<file path="src/rtl/dip_pkg.sv">
package dip_pkg;
   typedef enum logic {
      CLS_INT = 1'b0,
      CLS_FP  = 1'b1
   } iclass_e;

   localparam int SLOTS = 2;
endpackage

</file>
<file path="src/rtl/dip_scoreboard.sv">
module dip_scoreboard #(
   parameter int REG_W    = 6,
   parameter int WB_PORTS = 2,
   localparam int NREGS   = 1 << REG_W
) (
   input  logic                      clk,
   input  logic                      rst_n,
   input  logic [1:0]                set_en,
   input  logic [2*REG_W-1:0]        set_reg,
   input  logic [WB_PORTS-1:0]       wb_valid,
   input  logic [WB_PORTS*REG_W-1:0] wb_reg,
   output logic [NREGS-1:0]          busy
);
   logic [NREGS-1:0] busy_d;

   // Clears first, sets afterwards: a new owner wins over a writeback
   always_comb begin
      busy_d = busy;
      for (int p = 0; p < WB_PORTS; p++) begin
         if (wb_valid[p]) busy_d[wb_reg[p*REG_W +: REG_W]] = 1'b0;
      end
      for (int s = 0; s < 2; s++) begin
         if (set_en[s]) busy_d[set_reg[s*REG_W +: REG_W]] = 1'b1;
      end
   end

   always_ff @(posedge clk or negedge rst_n) begin
      if (!rst_n) busy <= '0;
      else        busy <= busy_d;
   end
endmodule

</file>
<file path="src/rtl/dip_slot_hazard.sv">
module dip_slot_hazard #(
   parameter int REG_W  = 6,
   parameter int NSRC   = 2,
   localparam int NREGS = 1 << REG_W
) (
   input  logic [NREGS-1:0]      busy,
   input  logic                  valid,
   input  logic [NSRC*REG_W-1:0] src,
   input  logic [NSRC-1:0]       src_use,
   input  logic                  has_dst,
   input  logic [REG_W-1:0]      dst,
   output logic                  ready
);
   logic [NSRC-1:0] src_hit;

   for (genvar gi = 0; gi < NSRC; gi++) begin : g_src
      assign src_hit[gi] = src_use[gi] & busy[src[gi*REG_W +: REG_W]];
   end

   assign ready = valid & ~(|src_hit) & ~(has_dst & busy[dst]);
endmodule

</file>
<file path="src/rtl/dip_pair_check.sv">
module dip_pair_check
   import dip_pkg::*;
#(
   parameter int REG_W = 6,
   parameter int NSRC  = 2
) (
   input  iclass_e               old_cls,
   input  logic                  old_has_dst,
   input  logic [REG_W-1:0]      old_dst,
   input  iclass_e               yng_cls,
   input  logic [NSRC*REG_W-1:0] yng_src,
   input  logic [NSRC-1:0]       yng_src_use,
   input  logic                  yng_has_dst,
   input  logic [REG_W-1:0]      yng_dst,
   output logic                  pair_ok
);
   logic [NSRC-1:0] raw_hit;
   logic            waw_hit;
   logic            class_mix;

   for (genvar gi = 0; gi < NSRC; gi++) begin : g_raw
      assign raw_hit[gi] = yng_src_use[gi] & old_has_dst &
                           (yng_src[gi*REG_W +: REG_W] == old_dst);
   end

   assign waw_hit   = old_has_dst & yng_has_dst & (old_dst == yng_dst);
   assign class_mix = (old_cls != yng_cls);
   assign pair_ok   = class_mix & ~(|raw_hit) & ~waw_hit;
endmodule

</file>
<file path="src/rtl/dual_issue_pair.sv">
module dual_issue_pair
   import dip_pkg::*;
#(
   parameter int REG_W    = 6,
   parameter int NSRC     = 2,
   parameter int WB_PORTS = 2,
   localparam int NREGS   = 1 << REG_W
) (
   input  logic                      clk,
   input  logic                      rst_n,
   input  logic                      s0_valid,
   input  logic                      s0_cls,
   input  logic [NSRC*REG_W-1:0]     s0_src,
   input  logic [NSRC-1:0]           s0_src_use,
   input  logic                      s0_has_dst,
   input  logic [REG_W-1:0]          s0_dst,
   input  logic                      s1_valid,
   input  logic                      s1_cls,
   input  logic [NSRC*REG_W-1:0]     s1_src,
   input  logic [NSRC-1:0]           s1_src_use,
   input  logic                      s1_has_dst,
   input  logic [REG_W-1:0]          s1_dst,
   input  logic [WB_PORTS-1:0]       wb_valid,
   input  logic [WB_PORTS*REG_W-1:0] wb_reg,
   output logic                      issue0,
   output logic                      issue1,
   output logic [1:0]                issue_cnt,
   output logic [1:0]                set_en,
   output logic [2*REG_W-1:0]        set_reg,
   output logic [NREGS-1:0]          busy_mask
);
   if (REG_W < 1 || REG_W > 10) begin : g_bad_regw
      $error("dual_issue_pair: REG_W out of range");
   end
   if (NSRC < 1 || NSRC > 4) begin : g_bad_nsrc
      $error("dual_issue_pair: NSRC out of range");
   end
   if (WB_PORTS < 1 || WB_PORTS > 8) begin : g_bad_wb
      $error("dual_issue_pair: WB_PORTS out of range");
   end

   logic    rdy0, rdy1, pair_ok;
   iclass_e cls0, cls1;

   assign cls0 = iclass_e'(s0_cls);
   assign cls1 = iclass_e'(s1_cls);

   dip_slot_hazard #(.REG_W(REG_W), .NSRC(NSRC)) u_haz0 (
      .busy(busy_mask), .valid(s0_valid), .src(s0_src), .src_use(s0_src_use),
      .has_dst(s0_has_dst), .dst(s0_dst), .ready(rdy0)
   );

   dip_slot_hazard #(.REG_W(REG_W), .NSRC(NSRC)) u_haz1 (
      .busy(busy_mask), .valid(s1_valid), .src(s1_src), .src_use(s1_src_use),
      .has_dst(s1_has_dst), .dst(s1_dst), .ready(rdy1)
   );

   dip_pair_check #(.REG_W(REG_W), .NSRC(NSRC)) u_pair (
      .old_cls(cls0), .old_has_dst(s0_has_dst), .old_dst(s0_dst),
      .yng_cls(cls1), .yng_src(s1_src), .yng_src_use(s1_src_use),
      .yng_has_dst(s1_has_dst), .yng_dst(s1_dst), .pair_ok(pair_ok)
   );

   assign issue0    = rdy0;
   assign issue1    = rdy0 & rdy1 & pair_ok;
   assign issue_cnt = {issue0 & issue1, issue0 ^ issue1};
   assign set_en    = {issue1 & s1_has_dst, issue0 & s0_has_dst};
   assign set_reg   = {s1_dst, s0_dst};

   dip_scoreboard #(.REG_W(REG_W), .WB_PORTS(WB_PORTS)) u_sb (
      .clk(clk), .rst_n(rst_n), .set_en(set_en), .set_reg(set_reg),
      .wb_valid(wb_valid), .wb_reg(wb_reg), .busy(busy_mask)
   );
endmodule

</file>
<file path="config.mk">
export PLATFORM = sky130hd
export DESIGN_NAME = dual_issue_pair
export DESIGN_NICKNAME = d
export VERILOG_FILES = /design/src/rtl/dip_pkg.sv /design/src/rtl/dip_scoreboard.sv /design/src/rtl/dip_slot_hazard.sv /design/src/rtl/dip_pair_check.sv /design/src/rtl/dual_issue_pair.sv
export SDC_FILE = /design/constraint.sdc
export NUM_CORES = 1
export LEC_CHECK = 0
export ABC_AREA = 1
export ABC_CLOCK_PERIOD_IN_PS = 2900
export CAP_MARGIN = 10
export CORE_MARGIN = 2
export CORE_UTILIZATION = 40
export DETAILED_ROUTE_END_ITERATION = 10
export SLEW_MARGIN = 20
export SYNTH_ARGS = -nofsm -noshare
export SYNTH_HDL_FRONTEND = slang
export SYNTH_HIERARCHICAL = 1
export SYNTH_SLANG_ARGS = --single-unit
</file>
<file path="constraint.sdc">
create_clock -name clk -period 2.9 [get_ports clk]
set_input_delay 0.725 -clock clk [delete_from_list [all_inputs] [get_ports clk]]
set_output_delay 0.725 -clock clk [all_outputs]
set_load 0.02 [all_outputs]
</file>
==> results.md, run 1 <==
Clock network:
- Clock-pin slew was measured on the worst setup and hold paths at 0.06 ns.
- At the later pin of the worst-skew pair, clock insertion delay measures 0.36 ns.
- Clock tree synthesis inserted a total of 9 buffers.
- The clock passes through at most 2 buffers.
- For this design, the sink count on the clock tree is 64.
- The clock root buffer master is clkbuf_16.
- The H-tree generated during clock tree synthesis spans 3 levels.
- TritonCTS built the clock tree.

Routing:
- After detailed routing, the number of remaining DRC violations is 0.
- In the final routed layout, each cell accounts on average for 22.3 um.
- The wire length reported by the detailed router is 51.7 mm.
- The via total after detailed routing is 13500.
- The detailed router finished its first iteration with 2130 violations.
- The number of iterations in the first detailed-routing pass is 9.
- The remaining number of nets flagged by the antenna check after routing is 0.
- In the routed layout, each cell is associated on average with a via count of 5.82.

Floorplanning:
- The die boundary width is 153 um.
- For this configuration, the core starts out at a cell density of 0.407.
- The floorplan step defined a core boundary enclosing 21800 um^2.
- The die covers 23400 um^2.
- The number of placement rows is 54.
- 144 I/O pins were placed.
- The vertical die dimension is 153 um.

Power and ir drop:
- Of the total power, combinational logic draws 0.460.
- Of the total power, the share spent switching nets is 0.423.
- The internal power of the cells totals 2750 uW.
- For this design the static power due to leakage is 0.00643 uW.
- The sum of internal, switching and leakage power is 4770 uW.
- The sequential share of power is 0.280.
- The net switching power figure is 2020 uW.
- Power spread over the standard cell area amounts to 354 nW/um^2.
- The highest ir drop seen on vdd is 0.000324 V.
- The clock network fraction of design power is 0.259.

STA:
- Setup violations remaining at the end of the flow were counted as 6.
- Of the available clock period, the critical path in the final layout requires 1.03.
- Setup total negative slack on the finished layout was measured at -0.311 ns.
- The highest attainable clock frequency is 334 MHz.
- The clock period minus worst slack is 3.00 ns.
- The smallest setup slack after layout is -0.0978 ns.
- In this run the tightest slew margin relative to its limit is 0.538.
- For the pin with the worst max-slew slack, the measured transition is 0.693 ns.
- The count of endpoints failing hold in the final timing report is 0.
- The clock skew after layout is 0.00994 ns.
- The worst hold-check slack is 0.406 ns.
- Setup repair after global routing could not meet its margin everywhere.
- The number of slew-limit violations in the final report is 0.

Synth:
- For this run, the number of Yosys warnings is 6.
- The synthesized netlist net count is 1783.
- The number of flip-flops and latches in the synthesized netlist is 64.
- The mean instance size in the synthesized netlist is 5.16 um^2.
- Yosys mapped the design onto 24 distinct sky130hd cell types.
- For this run, the register share of the synthesized area comes to 0.180.
- The mapped netlist covers 8890 um^2.
- The cell count after synthesis is 1721.

Place:
- The detailed placer's ending HPWL is 36.8 mm.
- The count of port buffers added during placement is 143.
- The placed instance area is 11700 um^2.
- Routability-driven placement finished with a final weighted congestion of 1.05.

Critical path:
- The most used cell along the critical path is nand2_1.
- In this run the worst path has a maximum fanout of 16.
- The delay of the slowest cell on the worst path is 0.18 ns.
- The slowest library cell on the worst path is buf_2.
- STA classifies the critical path startpoint as a primary input.
- The arrival time of the worst setup path is 2.27 ns.
- The critical path goes through buf_2 -> clkinv_4 -> nand3_1 -> nand3_1 -> nand2_1 -> nand2_1 -> nand3_1 -> nand2_1 -> nand2_1 -> nand3_2 -> nand2_4 -> nor2_4 -> buf_4 -> a21boi_4 -> buf_6.
- The class of the most critical setup path is in2out.
- The type of destination of the critical path is a primary output.
- The worst endpoint required time is 2.17 ns.

Cells and area:
- The post-synthesis to final-layout area growth is 51.5%.
- The library cells used most frequently in the layout, excluding fill and tap cells, are 750 x nand2_1, 378 x nand3_1, 183 x nor2_1.
- Summing all flip-flop and latch instances after layout gives 1660 um^2.
- The register with the most flip-flops in the layout has 64 of them.
- The design area is 13500 um^2.
- The area taken by multi-input logic gates is 6520 um^2.
- The total of fill cells in the finished design is 2166.
- The most common cell after layout, fill and taps aside is nand2_1.
- The share of cells above drive strength 1 is 0.221.
- The total number of nets in the final design is 2100.
- The largest registers in the layout are u_sb/busy: 64 flops.
- The most flop-heavy register is u_sb/busy.
- The repair_antennas step left the layout with diodes totalling 0.
- The final core area utilization is 0.617.

Status:
- The checks that failed: setup timing.
- The flow ran to the end, but the final reports show violations.

Job:
- The number of maximum-capacitance constraint violations is 0.

Global route:
- The via count of the first global-routing pass is 12000.
- In the global route stage, overall resource usage came out at 0.424.
- The leftover overflow at the end of global routing is 0.
- Entering global routing, the biggest net connects 33 pins.
- The number of antenna violations at the first check in global routing is 0.
- The first-pass GRT wire length is 75.3 mm.

Min path:
- The worst hold path belongs to the class in2async.
## cell families after synthesis
group,after synthesis,share of synthesized area
AOI/OAI and AO/OA,26,0.0158
buffers and inverters,202,0.125
and+or+nand+nor,1427,0.677
DFF,64,0.180
xor gates and xnor gates,2,0.00197
## synth_stat cells (all sizes together)
master / instances / area share
a21boi: 1 / 0.0013
a21oi: 19 / 0.011
buf: 85 / 0.073
clkinv: 4 / 0.0023
dfrtp: 64 / 0.18
inv: 113 / 0.049
nand2: 782 / 0.33
nand3: 420 / 0.24
nand3b: 2 / 0.0017
nand4: 19 / 0.013
nor2: 196 / 0.087
nor3: 8 / 0.0083
o21ai: 6 / 0.0038
xnor2: 1 / 0.00099
xor2: 1 / 0.00099
## metal layers
metal	wire (um)	vias up	part of all wire	global-route usage
met4	3190	0	0.062	0.225
met3	7290	205	0.14	0.135
li1	-	6154	-	-
met2	21400	1054	0.41	0.615
met5	0	-	0	0
met1	19800	6101	0.38	0.561
## worst max-delay path, delay by kind of cell
kind,cells,cell delay (ns)
buffers and inverters,4,0.62
AO/OA/AOI/OAI,1,0.11
AND/OR/NAND/NOR,10,0.80
## area by class of cell
class	instances	area share
flip-flops and latches	64	0.123
clock buffers	9	0.0167
multi-input cells	1455	0.484
well taps	280	0.0260
inverters	117	0.0415
repair inverters	2	0.00121
repair buffers	389	0.300
clock inverters	7	0.00762
## timing repair
action | in CTS | in global routing
setup endpoints to repair | 70 | 40
resized for setup | 298 | 79
hold buffers | 0 | 0
pin swaps | 58 | 62
setup buffers | 8 | 10
gates cloned | 19 | 5
## power groups by stage
stage | clock network (uW) | logic [uW] | registers (uW)
6_report | 1240 | 2200 | 1340
5_1_grt | 1280 | 2320 | 1320
4_1_cts | 1230 | 2030 | 1300
3_5_place_dp | 0 | 1870 | 1300
3_3_place_gp | 0 | 1860 | 1310
2_1_floorplan | 0 | 789 | 1260
## metrics by stage
stage                     cells  setup WS (ns)
after floorplan            1721         0.0453
after global placement     2267          -1.14
after detailed placement   2267          -1.17
after CTS                  2310        -0.0644
after global routing       2323         -0.183
final                      2323        -0.0978
## final timing paths
path / from / end / slack, ns / cells after the start
min in group clk: u_sb/busy[2] / u_sb/busy[2] / 0.66 / 3
min reg2reg: u_sb/busy[2] / u_sb/busy[2] / 0.66 / 3
min: rst_n / u_sb/busy[22] / 0.41 / 1
max reg2reg: u_sb/busy[35] / u_sb/busy[38] / 0.15 / 20
max: s1_src[7] / issue_cnt[0] / -0.1 / 15
max in group asynchronous: rst_n / u_sb/busy[1] / 1.69 / 2
(Power assumes the default switching activity.)
==> inputs of run 2 (changes only) <==
ABC_AREA = unset   (was 1)
==> run 2 against run 1 <==
The flow still finishes with violations (setup timing). Worst hold slack better by 0.0091 ns. Via count is 29% lower. Non-clock buffer count is 32 higher. Critical path type is now in2reg. Largest power group unchanged.
==> results.md, run 2 <==
Global route:
- The met3 track demand over resource in global routing was 0.0679 (-0.0670).
- The leftover overflow at the end of global routing came to 0 (unchanged).
- The met1 demand-to-capacity share in global routing was 0.504 (-0.0569).
- The number of antenna violations at the first check in global routing is 0 (unchanged).
- The first-pass GRT wire length came to 61.2 mm (-19%).
- The via count of the first global-routing pass is 9265 (-23%).
- The aggregate global-route resource usage is 0.385 (-0.0392).
- The peak-usage layer in the global routing report is met2.
- The maximum number of pins on one net before global-route repair is 43 (+30%).
- The met2 track demand over resource was 0.622 (+0.00748).

STA:
- The number of slew-limit violations in the final report was 0 (unchanged).
- The clock skew after layout is 0.00599 ns (-0.00395 ns).
- The transition time at the pin with the least slew margin was 0.676 ns (-0.0165 ns).
- The count of endpoints failing hold in the final timing report is 0 (unchanged).
- The number of setup violations in the final report is 70 (+64).
- Setup repair after global routing could not meet its margin everywhere.
- The highest attainable clock frequency is 269 MHz (-19%).
- The final worst-path cycle share came to 1.28 (+0.249).
- The normalized max-slew margin was 0.547 (+0.00902).
- The clock period minus worst slack was 3.72 ns (+0.723 ns).
- The worst hold-check slack is 0.415 ns (+0.00908 ns).
- The post-route setup TNS is -42.44 ns (-42.13 ns).
- The smallest setup slack after layout is -0.821 ns (-0.723 ns).

Routing:
- The remaining number of nets flagged by the antenna check after routing came to 0 (unchanged).
- The initial detailed-routing violation count came to 1315 (-38%).
- The number of iterations in the first detailed-routing pass is 6 (-3).
- The via total after detailed routing is 9584 (-29%).
- The ratio of routed vias to standard cells is 6.83 (+17%).
- The residual DRC count came to 0 (unchanged).
- The average routed wire per standard cell is 30.0 um (+35%).
- The wire length reported by the detailed router came to 42.1 mm (-19%).

Place:
- The count of port buffers added during placement is 143 (unchanged).
- The worst setup slack after placement was -1.71 ns (-0.541 ns).
- The global placer's final weighted congestion was 1.02 (-2.9%).
- The detailed placer's ending HPWL is 31.7 mm (-14%).

Floorplanning:
- The vertical die dimension is 145 um (-5.1%).
- The die boundary width came to 145 um (-5.1%).
- The area of the core came to 19500 um^2 (-11%).
- The floorplan die area came to 21100 um^2 (-10%).
- The I/O pin count is 144 (unchanged).
- The starting utilization of the core area is 0.409 (+0.00139).
- The number of placement rows is 51 (-5.6%).

Cells and area:
- The number of flip-flops in the largest register is 64 (unchanged).
- The share of cells above drive strength 1 came to 0.425 (+0.204).
- More flip-flops sit in one register than any other, and that register is u_sb/busy.
- The total of fill cells in the finished design is 1585 (-27%).
- The number of diodes added for antenna fixing is 0 (unchanged).
- The total area of sequential cells was 1610 um^2 (-3.3%).
- The post-synthesis to final-layout area growth is 57.9%.
- The top cell types in the final layout, fill and taps aside, are 246 x buf_4, 114 x clkdlybuf4s50_1, 86 x mux2i_1.
- The largest registers in the layout are u_sb/busy: 64 flops.
- The total number of nets in the final design came to 1196 (-43%).
- The area taken by multi-input logic gates is 6530 um^2 (+0.15%).
- The most common cell after layout, fill and taps aside is buf_4.
- The final core area utilization was 0.645 (+0.0284).

Clock network:
- TritonCTS built the clock tree.
- The CTS buffer count was 9 (unchanged).
- The clock latency on the worst-skew pair is 0.34 ns (-0.02 ns).
- The number of levels in the clock H-tree is 3 (unchanged).
- Clock tree synthesis selected as its root buffer the cell clkbuf_16.
- The clock-pin slew on the worst setup and hold paths came to 0.06 ns (about the same).
- The quantity of hold-fixing buffers added after cts is 0 (unchanged).
- The total clock sinks is 64 (unchanged).
- The maximum clock insertion buffer count came to 2 (unchanged).

Synth:
- mux2i_1 is the most common cell in the netlist.
- The most common flop cell mapped by yosys is dfrtp_1.
- After synthesis, the cell types taking the most area are dfrtp_1 20%, mux4_2 15%, mux2i_1 12%, a22oi_1 6.8%, a21o_1 5.2%.
- The proportion of synthesized chip area in sequential cells is 0.201 (+0.0205).
- The number of distinct standard cells referenced by the synthesized netlist is 61 (+150%).
- By count the netlist is led by 94 x mux2i_1, 72 x a22oi_1, 64 x dfrtp_1.
- The top-area cell type share of the netlist area is 0.201 (-0.130).
- The number of flip-flops and latches in the synthesized netlist is 64 (unchanged).
- The cell count after synthesis is 792 (-54%).
- The count of synthesis-stage warnings from yosys is 6 (unchanged).
- The synthesized cell area is 7980 um^2 (-10%).
- The mean instance size in the synthesized netlist is 10.1 um^2 (+95%).
- The synthesized netlist net count was 854 (-52%).
- The synthesized design spends more area on one cell type than any other, namely dfrtp_1.
- The count of flip-flops with a built-in enable after synthesis is 0 (unchanged).
- The fraction of registers with async set or reset after synthesis is 1.00 (unchanged).

Critical path:
- The delay of the slowest cell on the worst path came to 0.56 ns (+0.38 ns).
- The total buffers and inverters traversed by the critical path is 4 (unchanged).
- Walking the worst path, the cells encountered are buf_4 -> buf_12 -> mux4_2 -> mux2i_2 -> a221oi_2 -> nand3_1 -> o211ai_1 -> nor4_2 -> buf_4 -> and4_4 -> buf_4 -> or4b_4 -> o22ai_1 -> a21o_1.
- The largest fanout on the critical path is 12 (-4).
- The worst setup path is of the in2reg kind.
- The startpoint of the most critical setup path is s1_src[7].
- The worst endpoint required time came to 3.18 ns (+1.01 ns).
- The critical path's top delay family is simple AND/OR/NAND/NOR gates.
- The arrival time of the worst setup path is 4.00 ns (+1.73 ns).
- The slowest library cell on the worst path is mux4_2.
- The most used cell along the critical path is buf_4.
- The worst setup path is launched from a primary input.
- The critical register-to-register path startpoint is u_sb/busy[35].
- The worst setup path is captured at a flip-flop.

Status:
- The final reports fail on setup timing.
- The flow ran to the end, but the final reports show violations.

Power and ir drop:
- The power density over the cells came to 371 nW/um^2 (+4.9%).
- The leakage dissipation is 0.00552 uW (-14%).
- The sum of internal, switching and leakage power was 4680 uW (-1.8%).
- The sequential share of power is 0.275 (-0.005).
- The net switching power figure came to 1800 uW (-11%).
- The highest ir drop seen on vdd is 0.000355 V (+9.8%).
- The internal power is 2880 uW (+5.0%).
- The clock network fraction of design power is 0.219 (-0.040).
- The switching fraction of total power is 0.384 (-0.0397).
- The proportion of power drawn by combinational gates is 0.506 (+0.046).

Job:
- The number of maximum-capacitance constraint violations came to 0 (unchanged).

Min path:
- The class of the most critical hold timing path is in2async.
==> run 2: cell count changes after synthesis, sizes merged, moves of 55 or more <==
cell and delta:
nand2 -750, nand3 -386, nor2 -184, inv -111
mux2i +94, a22oi +72, mux4 +66, o22ai +63
a21o +55
==> run 2: metal layers <==
metal,vias to the layer above,wire length (um)
li1,3942,-
met1,4690,16200
met2,788,19300
met3,164,4100
met4,0,2420
met5,-,0
==> run 2: kinds of logic (layout without fill, tap and decap cells) <==
family	Yosys count	in the layout	synth area share
AOI/OAI and AO/OA	232	232	0.210
and+or+nand+nor	223	223	0.197
muxes	162	162	0.313
buffers and inverters	92	439	0.0590
DFF	64	64	0.201
xor gates and xnor gates	19	19	0.0209
==> run 2: area by class of cell <==
class / count / area share
Clock buffer: 10 / 0.0190
Clock inverter: 6 / 0.00338
Inverter: 2 / 0.000596
Multi-Input combinational cell: 636 / 0.518
Sequential cell: 64 / 0.127
Tap cell: 265 / 0.0263
Timing Repair Buffer: 421 / 0.305
==> run 2: per-stage QoR <==
stage / instance area (um^2) / cells
final: 12600 / 1404
after floorplan: 8050 / 792
after CTS: 12500 / 1403
after global placement: 11300 / 1355
after global routing: 12600 / 1404
after detailed placement: 11300 / 1355
==> run 2: worst register-to-register path: cells and delay by family (launching register included) <==
kind / cells / cell delay (ns)
mux: 2 / 0.67
buf+inv: 3 / 0.65
flops: 1 / 0.51
compound gates: 4 / 0.56
simple gates: 4 / 1.21
==> run 2: power groups by stage <==
stage / Clock (uW) / Sequential, uW / Combinational (uW)
after floorplan: 0 / 1330 / 834
after global placement: 0 / 1270 / 2130
after detailed placement: 0 / 1280 / 2160
after CTS: 1040 / 1270 / 2290
after global routing: 1080 / 1290 / 2460
final: 1020 / 1290 / 2370
==> run 2: what timing repair did <==
item                                    4_1_cts  5_1_grt
cloned                                        6        0
endpoints found under the setup margin       72       71
buffers inserted                             27        6
pin swaps                                    29       13
gates resized for setup                     180       63
==> run 2: path summary, 6_finish.rpt <==
check	endpoint	slack, ns	depth (start not counted)
setup reg to reg	u_sb/busy[8]	-0.78	13
max in group asynchronous	u_sb/busy[52]	1.80	2
hold reg to reg	u_sb/busy[32]	0.63	1
setup / recovery	u_sb/busy[8]	-0.82	14
min in group clk	u_sb/busy[32]	0.63	1
hold / removal	u_sb/busy[16]	0.42	1
==> inputs of run 3 (changes only) <==
==> constraint.sdc (replaced) <==
create_clock -name clk -period 2.9 [get_ports clk]
set_input_delay 0.725 -clock clk [delete_from_list [all_inputs] [get_ports clk]]
set_output_delay 0.725 -clock clk [all_outputs]
set_load 0.05 [all_outputs]
==> run 3 against run 2 <==
The run still ends with setup timing left. Critical path depth is 3 lower. Setup slack better by 0.039 ns. Global-route usage is 1.0 points higher. Sequential power hardly changed. Worst hold slack better by 0.079 ns. Die area stayed put. Sequential share of layout area is 0.77 points lower. Final cell count is 1.6% higher. Clock power is 21% higher. Largest cell class unchanged. Critical path type is now in2out. First-iteration DRC count is 10% lower. Count of clock-buffer cells in the layout is 4 higher.
==> results.md, run 3 (synthesized netlist as in run 2, its figures left out) <==
Power and ir drop:
- The power density over the cells is 395 nW/um^2 (+6.3%).
- The net switching power figure is 2120 uW (+18%).
- The switching fraction of total power is 0.402 (+0.0181).
- The internal power is 3160 uW (+9.6%).
- The sequential share of power is 0.238 (-0.037).
- The clock network fraction of design power is 0.232 (+0.013).
- The leakage dissipation is 0.00574 uW (+4.0%).
- The highest ir drop seen on vdd is 0.000324 V (-9.0%).
- The proportion of power drawn by combinational gates is 0.530 (+0.024).

STA:
- The clock skew after layout is 0.00777 ns (+0.00179 ns).
- The transition time at the pin with the least slew margin is 0.851 ns (+0.175 ns).
- The count of endpoints failing hold in the final timing report came to 0 (unchanged).
- The number of setup violations in the final report was 70 (unchanged).
- The highest attainable clock frequency is 272 MHz (+1.1%).
- The final worst-path cycle share is 1.27 (-0.0136).
- The smallest setup slack after layout was -0.781 ns (+0.0395 ns).
- The post-route setup TNS is -35.31 ns (+7.13 ns).
- Setup repair after global routing could not meet its margin everywhere.
- The normalized max-slew margin is 0.433 (-0.115).
- The number of slew-limit violations in the final report came to 0 (unchanged).
- The clock period minus worst slack is 3.68 ns (-0.0395 ns).

Place:
- The detailed placer's ending HPWL came to 32.1 mm (+1.4%).
- The count of port buffers added during placement is 143 (unchanged).
- The placed instance area is 11600 um^2 (+3.1%).
- The global placer's final weighted congestion came to 0.985 (-3.2%).

Global route:
- The aggregate global-route resource usage is 0.395 (+0.0101).
- The via count of the first global-routing pass came to 9825 (+6.0%).
- The number of antenna violations at the first check in global routing was 0 (unchanged).
- The maximum number of pins on one net before global-route repair is 35 (-19%).
- The leftover overflow at the end of global routing is 0 (unchanged).
- The first-pass GRT wire length came to 63.2 mm (+3.3%).

Routing:
- The initial detailed-routing violation count came to 1179 (-10%).
- The residual DRC count is 0 (unchanged).
- The remaining number of nets flagged by the antenna check after routing came to 0 (unchanged).
- The number of iterations in the first detailed-routing pass came to 6 (unchanged).
- The average routed wire per standard cell was 30.3 um (+1.2%).
- The ratio of routed vias to standard cells came to 6.92 (+1.4%).
- The wire length reported by the detailed router is 43.2 mm (+2.8%).
- The via total after detailed routing came to 9866 (+2.9%).

Critical path:
- The slowest stage of the critical path is the mux4_2 cell.
- The worst setup path is launched from a primary input.
- The largest fanout on the critical path came to 4 (-8).
- The setup path with the least slack is of type in2out.
- The arrival time of the worst setup path is 2.96 ns (-1.04 ns).
- The delay of the slowest cell on the worst path is 0.51 ns (-0.05 ns).
- The type of destination of the critical path is a primary output.
- Traced cell by cell, the critical path runs through buf_2 -> buf_4 -> mux4_2 -> mux2i_2 -> nand3_1 -> nand3_1 -> o211ai_1 -> nor4_4 -> buf_4 -> and3_2 -> buf_12.
- The worst endpoint required time is 2.17 ns (-1.01 ns).

Cells and area:
- The post-synthesis to final-layout area growth is 67.7%.
- The number of flip-flops in the largest register was 64 (unchanged).
- The design area is 13400 um^2 (+6.2%).
- The most flop-heavy register is u_sb/busy.
- The library cells used most frequently in the layout, excluding fill and tap cells, are 254 x buf_4, 104 x clkdlybuf4s50_1, 79 x mux2i_1.
- The number of diodes added for antenna fixing came to 0 (unchanged).
- The library cell used most frequently in the layout, excluding fill and tap cells, is buf_4.
- The final core area utilization is 0.685 (+0.0399).
- The largest registers in the layout are u_sb/busy: 64 flops.
- The total number of nets in the final design is 1218 (+1.8%).
- The total of fill cells in the finished design is 1525 (-3.8%).
- The share of cells above drive strength 1 is 0.462 (+0.0367).

Clock network:
- The clock latency on the worst-skew pair came to 0.34 ns (about the same).
- The number of levels in the clock H-tree was 3 (unchanged).
- The clock-pin slew on the worst setup and hold paths is 0.05 ns (about the same).
- The TritonCTS clock tree is yes.
- The maximum clock insertion buffer count is 2 (unchanged).
- The total clock sinks is 64 (unchanged).
- The tree is rooted in a clkbuf_16.
- The CTS buffer count is 9 (unchanged).

Floorplanning:
- The floorplan die area was 21100 um^2 (unchanged).
- The vertical die dimension was 145 um (unchanged).
- The starting utilization of the core area was 0.409 (unchanged).
- The die boundary width is 145 um (unchanged).
- The I/O pin count is 144 (unchanged).
- The number of placement rows was 51 (unchanged).
- The area of the core is 19500 um^2 (unchanged).

Status:
- The final reports fail on setup timing.
- The run finished, with violations left.

Job:
- The number of maximum-capacitance constraint violations is 0 (unchanged).

Min path:
- The class of the most critical hold timing path is in2async.
[run 3: cell types whose count changed in the layout (fill, tap and decap cells not counted), moves of 6 or more]
cell,delta
buf_6,+10
mux2i_2,+6
mux2i_1,-7
o22ai_1,-22
o22ai_4,+23
buf_12,+18
buf_4,+8
clkdlybuf4s50_1,-10
[run 3: through the flow]
step           total power (uW)  setup WS (ns)  cells  hold slack (ns)
2_1_floorplan              2470          -1.17    792            0.429
3_3_place_gp               3760          -1.48   1376            0.528
6_report                   5280         -0.781   1426            0.494
3_5_place_dp               3790          -1.44   1376            0.531
5_1_grt                    5420         -0.852   1426            0.540
4_1_cts                    5150         -0.866   1427            0.503
[run 3: per-layer routing]
layer / track usage / part of all wire / up-vias
met1: 0.504 / 0.38 / 4803
li1: - / - / 3976
met3: 0.0726 / 0.098 / 233
met5: 0 / 0 / -
met4: 0.248 / 0.079 / 0
met2: 0.620 / 0.45 / 854
[run 3: final cells by class]
cell class | instances | area (um^2) | area share
clock buffer | 14 | 274 | 0.0205
multi-input combinational | 636 | 6890 | 0.515
inverter | 2 | 7.51 | 0.000561
timing repair buffer | 443 | 4210 | 0.315
clock inverter | 2 | 60.1 | 0.00449
tap | 265 | 332 | 0.0248
sequential | 64 | 1600 | 0.120
[run 3: repair_timing]
item,CTS,global route
hold buffers,0,0
gates resized for setup,191,70
endpoints found under the setup margin,70,70
buffers inserted,32,3
pin swaps,34,15
gates cloned,6,0
[run 3: final timing paths]
kind	slack, ns	start	cells after the start	to
max	-0.78	s0_src[7]	11	issue_cnt[1]
min	0.49	rst_n	1	u_sb/busy[18]
max reg2reg	-0.55	u_sb/busy[48]	13	u_sb/busy[56]
min reg2reg	0.58	u_sb/busy[27]	1	u_sb/busy[27]
max in group asynchronous	1.72	rst_n	2	u_sb/busy[63]
min in group clk	0.58	u_sb/busy[27]	1	u_sb/busy[27]
[run 3: worst max-delay path: cells and delay by family]
family	cells	cell delay (ns)
AO/OA/AOI/OAI	1	0.21
buffers and inverters	4	0.67
multiplexers	2	0.71
AND/OR/NAND/NOR	4	0.63
[run 3: power groups by stage]
stage                     logic, uW  registers (uW)  clock network [uW]
after floorplan                 874            1600                   0
after global placement         2520            1240                   0
after detailed placement       2550            1250                   0
after CTS                      2700            1230                1220
after global routing           2890            1260                1270
final                          2800            1260                1230
